$ cat src/rtl/lsc_pkg.sv
package lsc_pkg;
  localparam int BYTE_W = 8;
  localparam int LANES  = 4;
  localparam int WORD_W = BYTE_W * LANES;

  typedef enum logic [1:0] {
    ST_IDLE = 2'd0,
    ST_REQ  = 2'd1,
    ST_WAIT = 2'd2,
    ST_DONE = 2'd3
  } lsc_state_e;
endpackage

$ cat src/rtl/lsc_ctrl.sv
module lsc_ctrl #(
  parameter int CW = 7
) (
  input  logic          clk,
  input  logic          rst_n,
  input  logic          start,
  input  logic [CW-1:0] byte_count,
  input  logic          rd_valid,
  input  logic          match,
  output logic          load,
  output logic          fire,
  output logic          rd_req,
  output logic          busy,
  output logic          done,
  output logic [CW-1:0] count_out
);
  import lsc_pkg::*;

  lsc_state_e    state_q, state_d;
  logic [CW-1:0] pos_q, pos_d;
  logic [CW-1:0] total_q, total_d;
  logic [CW-1:0] res_q, res_d;
  logic          res_en;

  assign load   = (state_q == ST_IDLE) && start;
  assign fire   = (state_q == ST_WAIT) && rd_valid;
  assign rd_req = (state_q == ST_REQ);
  assign busy   = (state_q != ST_IDLE);
  assign done   = (state_q == ST_DONE);
  assign count_out = res_q;

  always_comb begin
    state_d = state_q;
    pos_d   = pos_q;
    total_d = total_q;
    res_d   = res_q;
    res_en  = 1'b0;
    case (state_q)
      ST_IDLE: begin
        if (start) begin
          total_d = byte_count;
          pos_d   = '0;
          if (byte_count == '0) begin
            res_d   = '0;
            res_en  = 1'b1;
            state_d = ST_DONE;
          end else begin
            state_d = ST_REQ;
          end
        end
      end
      ST_REQ: state_d = ST_WAIT;
      ST_WAIT: begin
        if (rd_valid) begin
          if (match) begin
            res_d   = pos_q;
            res_en  = 1'b1;
            state_d = ST_DONE;
          end else if (pos_q == CW'(total_q - 1'b1)) begin
            res_d   = total_q;
            res_en  = 1'b1;
            state_d = ST_DONE;
          end else begin
            pos_d   = CW'(pos_q + 1'b1);
            state_d = ST_REQ;
          end
        end
      end
      default: state_d = ST_IDLE;
    endcase
  end

  always_ff @(posedge clk or negedge rst_n) begin
    if (!rst_n) begin
      state_q <= ST_IDLE;
      pos_q   <= '0;
      total_q <= '0;
      res_q   <= '0;
    end else begin
      state_q <= state_d;
      pos_q   <= pos_d;
      total_q <= total_d;
      if (res_en) res_q <= res_d;
    end
  end
endmodule

$ cat src/rtl/lsc_addr_gen.sv
module lsc_addr_gen #(
  parameter int AW = 64
) (
  input  logic          clk,
  input  logic          rst_n,
  input  logic          load,
  input  logic          step,
  input  logic [AW-1:0] start_addr,
  input  logic          addr32,
  output logic [AW-1:0] addr
);
  logic [AW-1:0] addr_q, addr_d, inc, raw;
  logic          m32_q;

  assign inc = AW'(addr_q + 1'b1);
  assign raw = load ? start_addr : inc;
  wire   m32 = load ? addr32 : m32_q;

  generate
    if (AW > 32) begin : g_wide
      assign addr_d = m32 ? {{(AW-32){1'b0}}, raw[31:0]} : raw;
    end else begin : g_narrow
      logic unused_m32;
      assign unused_m32 = m32;
      assign addr_d = raw;
    end
  endgenerate

  assign addr = addr_q;

  always_ff @(posedge clk or negedge rst_n) begin
    if (!rst_n) begin
      addr_q <= '0;
      m32_q  <= 1'b0;
    end else begin
      if (load || step) addr_q <= addr_d;
      if (load) m32_q <= addr32;
    end
  end
endmodule

$ cat src/rtl/lsc_lane_seq.sv
module lsc_lane_seq #(
  parameter int REGS  = 32,
  parameter int LANES = 4,
  localparam int RW   = $clog2(REGS),
  localparam int LW   = $clog2(LANES)
) (
  input  logic             clk,
  input  logic             rst_n,
  input  logic             load,
  input  logic             fire,
  input  logic [RW-1:0]    first_reg,
  input  logic [RW-1:0]    base_reg,
  input  logic [RW-1:0]    index_reg,
  output logic             wr_en,
  output logic [RW-1:0]    wr_reg,
  output logic [LANES-1:0] wr_mask
);
  logic [RW-1:0] reg_q, reg_d, base_q, idx_q;
  logic [LW-1:0] lane_q, lane_d;
  logic          blocked;

  always_comb begin
    reg_d  = reg_q;
    lane_d = lane_q;
    if (load) begin
      reg_d  = first_reg;
      lane_d = '0;
    end else if (fire) begin
      if (lane_q == LW'(LANES-1)) begin
        lane_d = '0;
        reg_d  = (reg_q == RW'(REGS-1)) ? '0 : RW'(reg_q + 1'b1);
      end else begin
        lane_d = LW'(lane_q + 1'b1);
      end
    end
  end

  assign blocked = (reg_q == idx_q) || ((base_q != '0) && (reg_q == base_q));
  assign wr_en   = fire && !blocked;
  assign wr_reg  = reg_q;
  assign wr_mask = LANES'(1) << (LANES - 1 - int'(lane_q));

  always_ff @(posedge clk or negedge rst_n) begin
    if (!rst_n) begin
      reg_q  <= '0;
      lane_q <= '0;
      base_q <= '0;
      idx_q  <= '0;
    end else begin
      if (load || fire) begin
        reg_q  <= reg_d;
        lane_q <= lane_d;
      end
      if (load) begin
        base_q <= base_reg;
        idx_q  <= index_reg;
      end
    end
  end
endmodule

$ cat src/rtl/lsc_unit.sv
module lsc_unit #(
  parameter int AW   = 64,
  parameter int CW   = 7,
  parameter int REGS = 32,
  localparam int RW  = $clog2(REGS)
) (
  input  logic                      clk,
  input  logic                      rst_n,
  input  logic                      start,
  input  logic [AW-1:0]             start_addr,
  input  logic [CW-1:0]             byte_count,
  input  logic [lsc_pkg::BYTE_W-1:0] cmp_byte,
  input  logic [RW-1:0]             first_reg,
  input  logic [RW-1:0]             base_reg,
  input  logic [RW-1:0]             index_reg,
  input  logic                      addr32,
  output logic                      rd_req,
  output logic [AW-1:0]             rd_addr,
  input  logic                      rd_valid,
  input  logic [lsc_pkg::BYTE_W-1:0] rd_data,
  output logic                      wr_en,
  output logic [RW-1:0]             wr_reg,
  output logic [lsc_pkg::LANES-1:0] wr_mask,
  output logic [lsc_pkg::WORD_W-1:0] wr_data,
  output logic                      busy,
  output logic                      done,
  output logic [CW-1:0]             count_out
);
  import lsc_pkg::*;

  logic              load, fire, match;
  logic [BYTE_W-1:0] cmp_q;

  always_ff @(posedge clk or negedge rst_n) begin
    if (!rst_n) cmp_q <= '0;
    else if (load) cmp_q <= cmp_byte;
  end

  assign match   = (rd_data == cmp_q);
  assign wr_data = {LANES{rd_data}};

  lsc_ctrl #(.CW(CW)) u_ctrl (
    .clk(clk), .rst_n(rst_n), .start(start), .byte_count(byte_count),
    .rd_valid(rd_valid), .match(match), .load(load), .fire(fire),
    .rd_req(rd_req), .busy(busy), .done(done), .count_out(count_out)
  );

  lsc_addr_gen #(.AW(AW)) u_addr (
    .clk(clk), .rst_n(rst_n), .load(load), .step(fire),
    .start_addr(start_addr), .addr32(addr32), .addr(rd_addr)
  );

  lsc_lane_seq #(.REGS(REGS), .LANES(LANES)) u_lane (
    .clk(clk), .rst_n(rst_n), .load(load), .fire(fire),
    .first_reg(first_reg), .base_reg(base_reg), .index_reg(index_reg),
    .wr_en(wr_en), .wr_reg(wr_reg), .wr_mask(wr_mask)
  );
endmodule

$ cat config.mk
export PLATFORM = sky130hd
export DESIGN_NAME = lsc_unit
export DESIGN_NICKNAME = d
export VERILOG_FILES = /design/src/rtl/lsc_pkg.sv /design/src/rtl/lsc_ctrl.sv /design/src/rtl/lsc_addr_gen.sv /design/src/rtl/lsc_lane_seq.sv /design/src/rtl/lsc_unit.sv
export SDC_FILE = /design/constraint.sdc
export NUM_CORES = 1
export LEC_CHECK = 0
export CORE_MARGIN = 2
export CORE_UTILIZATION = 47
export CTS_CLUSTER_SIZE = 20
export DETAILED_ROUTE_END_ITERATION = 8
export PLACE_DENSITY_LB_ADDON = 0.3
export SLEW_MARGIN = 30
export SYNTH_ARGS = -nofsm -noshare
export SYNTH_HDL_FRONTEND = slang
export SYNTH_SLANG_ARGS = --single-unit
$ cat constraint.sdc
create_clock -name clk -period 3.04 [get_ports clk]
set_input_delay 0.76 -clock clk [delete_from_list [all_inputs] [get_ports clk]]
set_output_delay 0.76 -clock clk [all_outputs]
set_load 0.005 [all_outputs]
; ---- After elaboration in Yosys (flattened, before gate mapping)
; Index checks and enable logic that the tools add are counted.
[op_classes]
n_lt_le_gt_ge = 0
n_mul = 0
reduce_logical = 20
add_sub_neg = 6
n_eq_ne = 15
muxes = 33
n_div = 0
bitwise = 0
n_shift = 1
[ops]
columns = cell, n
row1 = 64-bit two-way mux, 2
row2 = 64-bit by 1-bit adder with 64-bit output (second input constant), 1
row3 = 7-bit two-way mux, 9
row4 = 1-bit by 32-bit left shift with 4-bit output (first input constant), 1
row5 = 7-bit case mux with 2 select lines, 2
row6 = 5-bit two-way mux, 4
row7 = 2-bit two-way mux, 8
row8 = 5-bit == test, 2
row9 = 2-bit inequality test (second input constant), 5
row10 = 8-bit == test, 1
row11 = 2-bit nonzero test, 4
row12 = 7-bit by 1-bit adder with 7-bit output (second input constant), 1
row13 = 7-bit == test, 1
row14 = 7-bit logical NOT, 1
row15 = 7-bit by 1-bit subtractor with 7-bit output (second input constant), 1
row16 = 2-bit == test (second input constant), 3
row17 = 1-bit two-way mux, 6
row18 = 2-bit case mux with 3 select lines, 1
row19 = 2-bit AND reduction, 3
row20 = 6-bit AND reduction, 1
row21 = 5-bit by 1-bit adder with 5-bit output (second input constant), 1
row22 = 5-bit == test (second input constant), 1
row23 = 5-bit AND reduction, 1
row24 = 5-bit nonzero test, 1
row25 = 10 further kinds, 14
[word_totals]
ramBits = 0
latch_bits = 0
memories = 0
out_inout_bits = 116
reg_bits = 113
wordCells = 86
input_bits = 107
mem_bits_ro = 0

; ---- Logic depth before layout (Yosys ltp)
[depth]
ltp_word = 7
ltp_mapped = 8
ltp_nobuf = 8

; ---- Hierarchy
; From an unflattened synthesis, not the netlist that was laid out.
[unflattened]
hier_cells = 766
hier_area_um2 = 7063.0
[modules_own_cells]
columns = mod, area_per_inst_um2, seq_area_each_um2, n_inst, cells_each
row1 = lsc_addr_gen, 4116.4, 1626.6, 1, 478
row2 = lsc_ctrl, 1351.3, 575.6, 1, 144
row3 = lsc_lane_seq, 937.1, 425.4, 1, 84
row4 = lsc_unit, 658.1, 200.2, 1, 60

; ---- Worst setup path after synthesis
; No wires, ideal clock.
[synth_path]
kind = input -> output
startpoint = input rd_valid
endpoint = output wr_en
path_slack_ns = 0.482
path_buffers = 2
cell_stages = 5
required_time_ns = 2.280
t_arrival_ns = 1.798
cell_sequence = and3b_1 clkbuf_1 clkbuf_1 o21ai_0 a31oi_1
[synth_via]
elab_chain_len = 2
[synth_lines]
columns = item, line_no
row1 = "start, declared", lsc_unit.sv:19  ; input logic rd_valid,
row2 = 1-bit logical AND, lsc_ctrl.sv:26  ; assign fire = (state_q == ST_WAIT) && rd_valid;
row3 = 1-bit logical AND, lsc_lane_seq.sv:39  ; assign wr_en = fire && !blocked;
row4 = "end, declared", lsc_unit.sv:21  ; output logic wr_en,
; Every way passes these cells.

; ---- Final worst setup path
; Same ends and word-level chain as after synthesis.

==> metrics.txt <==
status complete, no violations; placed cells 1162; fin nets 1113; Net Sw Frac 37.3%; Post-CTS Resized 0; Req. time, crit path 2.28 ns; first drt pass iteration count 5; core area 0.0145 sq mm; Vias 6786; met3 usage 7.19%; initial antenna violation count 2; Syn. warnings 0; internal power 5500 uW; post-route ant nets 0; post-route minimum period 2.96 ns; Async SR Flop Fraction 100%; met1 Use GR 34.9%; DP Wirelength 15100 um; CTS clk-pin slew, worst paths 0.05 ns; area grow syn2layout 40.9%; vias in the first global route 6612; Gate power share 41.8%; Synth Register Bits 113; Setup Skew 0.00689 ns; final worst path period share 97.4%; ys flop type dfrtp_1; cell taking the most area after synthesis dfrtp_1; die area 0.0157 sq mm; max reg flops 64; reg2reg setup slack 0.41 ns; drc violations 0; Clock Root Buffer clkbuf_16; Post-Syn Area per Cell 8.64 sq um; CTS Hold Buffers Added 0; sequential power share 36.3%; Fin. Hold Viols 0; # rows 44; DR WL/cell 17.7 um; WL final 21100 um; layout cells sized above 1 7.34%; Peak VDD IR 0.000532 V; Min Hold Slack 0.430 ns; sw power 3270 uW; RSZ-0062 raised after global routing no; Slew HR 45.8%; GPL Wtd Cong 0.889; clk buf depth 2; Die Ht 125 um; Post-Synthesis Cell Area 0.00693 sq mm; total global routing overflow 0; DRT iter0 DRCs 578; top post-synthesis cells by area dfrtp_1 (41%), nand2_1 (9.2%), o21ai_0 (4.9%); setup TNS 0 ns; Critical Path End Type primary output; PwrDens 899 mW/mm^2; Startpoint Class input port; clock power share 21.9%; Die Width 125 um; GRT Util Overall 27.0%; vias per std cell 5.68; clk sinks 113; largest net degree at the start of global routing 64; Top Usage Layer GRT met2; Cells after Synth 802; post-route non-filler standard cell count 1194; Global Route met2 Usage 44.1%; CTS tree built; clock latency at the later pin of the worst-skew pair 0.42 ns; Critical Path Fanout Max 2; Final Util 67.4%; final setup fails 0; sequential element share of the synthesized area 40.8%; Leak Pwr 0.00398 uW; Crit Path Category in -> out; max frequency 338 MHz; first-pass GRT wire length 34100 um; # H-tree levels 4; I/O pins 223; Post-Synthesis Net Count 918; Initial Utilization 47.8%; CTS buffer count 17; MaxCap Viol Count 0; crit path DAT 2.20 ns; setup bufs post-CTS 0; Slew Viols, Final 0; synth unique cells 64; EDFF count, synth 0; Min-Delay Path Class in -> async; post-synth top area share 40.8%; worst slew pin tran 0.807 ns; Port Buffers 222
## cells in the final DEF, fill, tap and decap left out, types with 17 or more instances in the layout
cell and n:
o21ai_0 68, buf_4 20, xor2_1 23, nor4_1 26
xnor2_1 35, nand2_1 170, nor3_1 23, dfrtp_1 113
clkbuf_16 17, mux2i_1 24, nor2_1 25, a21oi_1 19
nand4_1 17, nand3_1 35, clkdlybuf4s50_1 221
## worst paths after layout
path / start / endpoint / cells after the start
setup / recovery: rd_valid / wr_en / 5
hold / removal: rst_n / u_ctrl.total_q[0] / 1
setup reg to reg: u_addr.addr[1] / u_addr.addr[52] / 7
hold reg to reg: u_lane.idx_q[2] / u_lane.idx_q[2] / 2
max in group asynchronous: rst_n / u_addr.addr[3] / 2
min in group clk: u_lane.idx_q[2] / u_lane.idx_q[2] / 2
## metal layers
layer | part of all wire (%) | up-vias
met5 | 0 | -
met4 | 2.6 | 0
met3 | 7.4 | 47
met2 | 48 | 285
met1 | 42 | 3229
li1 | - | 3225
## power groups by stage
stage	Combinational (uW)	Sequential, uW	Clock [uW]
after CTS	3700	3150	1950
after detailed placement	3650	3150	0
after global placement	3570	3140	0
after floorplan	1860	2950	0
after global routing	4050	3290	2030
final	3670	3180	1920
## cells by family after synthesis
| family | count (synthesis) | share of synthesized area, % |
|---|---|---|
| buf+inv | 81 | 6.36 |
| simple gates | 370 | 26.8 |
| flops | 113 | 40.8 |
| compound gates | 146 | 13.4 |
| xor+xnor | 58 | 7.34 |
| mux | 25 | 3.63 |
| fa+ha+maj | 9 | 1.63 |
## cell type report
type                    count  area, sq um
fillers                  1195         4720
clock inverters             5         50.0
clock buffers              25          526
flip-flops and latches    113         2830
repair buffers            242         2380
multi-input cells         608         3680
well taps                 184          230
diodes                      2         5.00
inverters                  15         56.3
## cells in the mapped netlist (3+ instances only)
cell	instances
a21oi_1	19
a221o_1	5
a22oi_1	15
a31oi_1	5
and2_1	10
and3_1	8
and4_1	8
buf_1	5
buf_4	32
clkbuf_1	26
dfrtp_1	113
ha_1	9
inv_1	15
mux2i_1	24
nand2_1	170
nand2b_1	10
nand3_1	35
nand4_1	17
nor2_1	27
nor2b_1	4
nor3_1	23
nor3b_1	4
nor4_1	27
nor4_2	3
o211ai_1	6
o21ai_0	68
o311ai_0	9
o31a_1	4
or3_1	4
xnor2_1	35
xor2_1	23
## worst max-delay path: stages
cell	delay, ns
clkdlybuf4s50_1	0.48
and3b_2	0.21
o21ai_0	0.08
a31oi_1	0.15
clkdlybuf4s50_1	0.52
## stage by stage
stage	cell area (sq um)	power (uW)	setup slack (ns)
2_1_floorplan	6930	4820	0.482
3_3_place_gp	9170	6710	0.0741
3_5_place_dp	9170	6800	0.0420
4_1_cts	9740	8790	0.0650
5_1_grt	9750	9370	0.0113
6_report	9760	8770	0.0799
No activity file was read; power rests on OpenSTA's default activity.
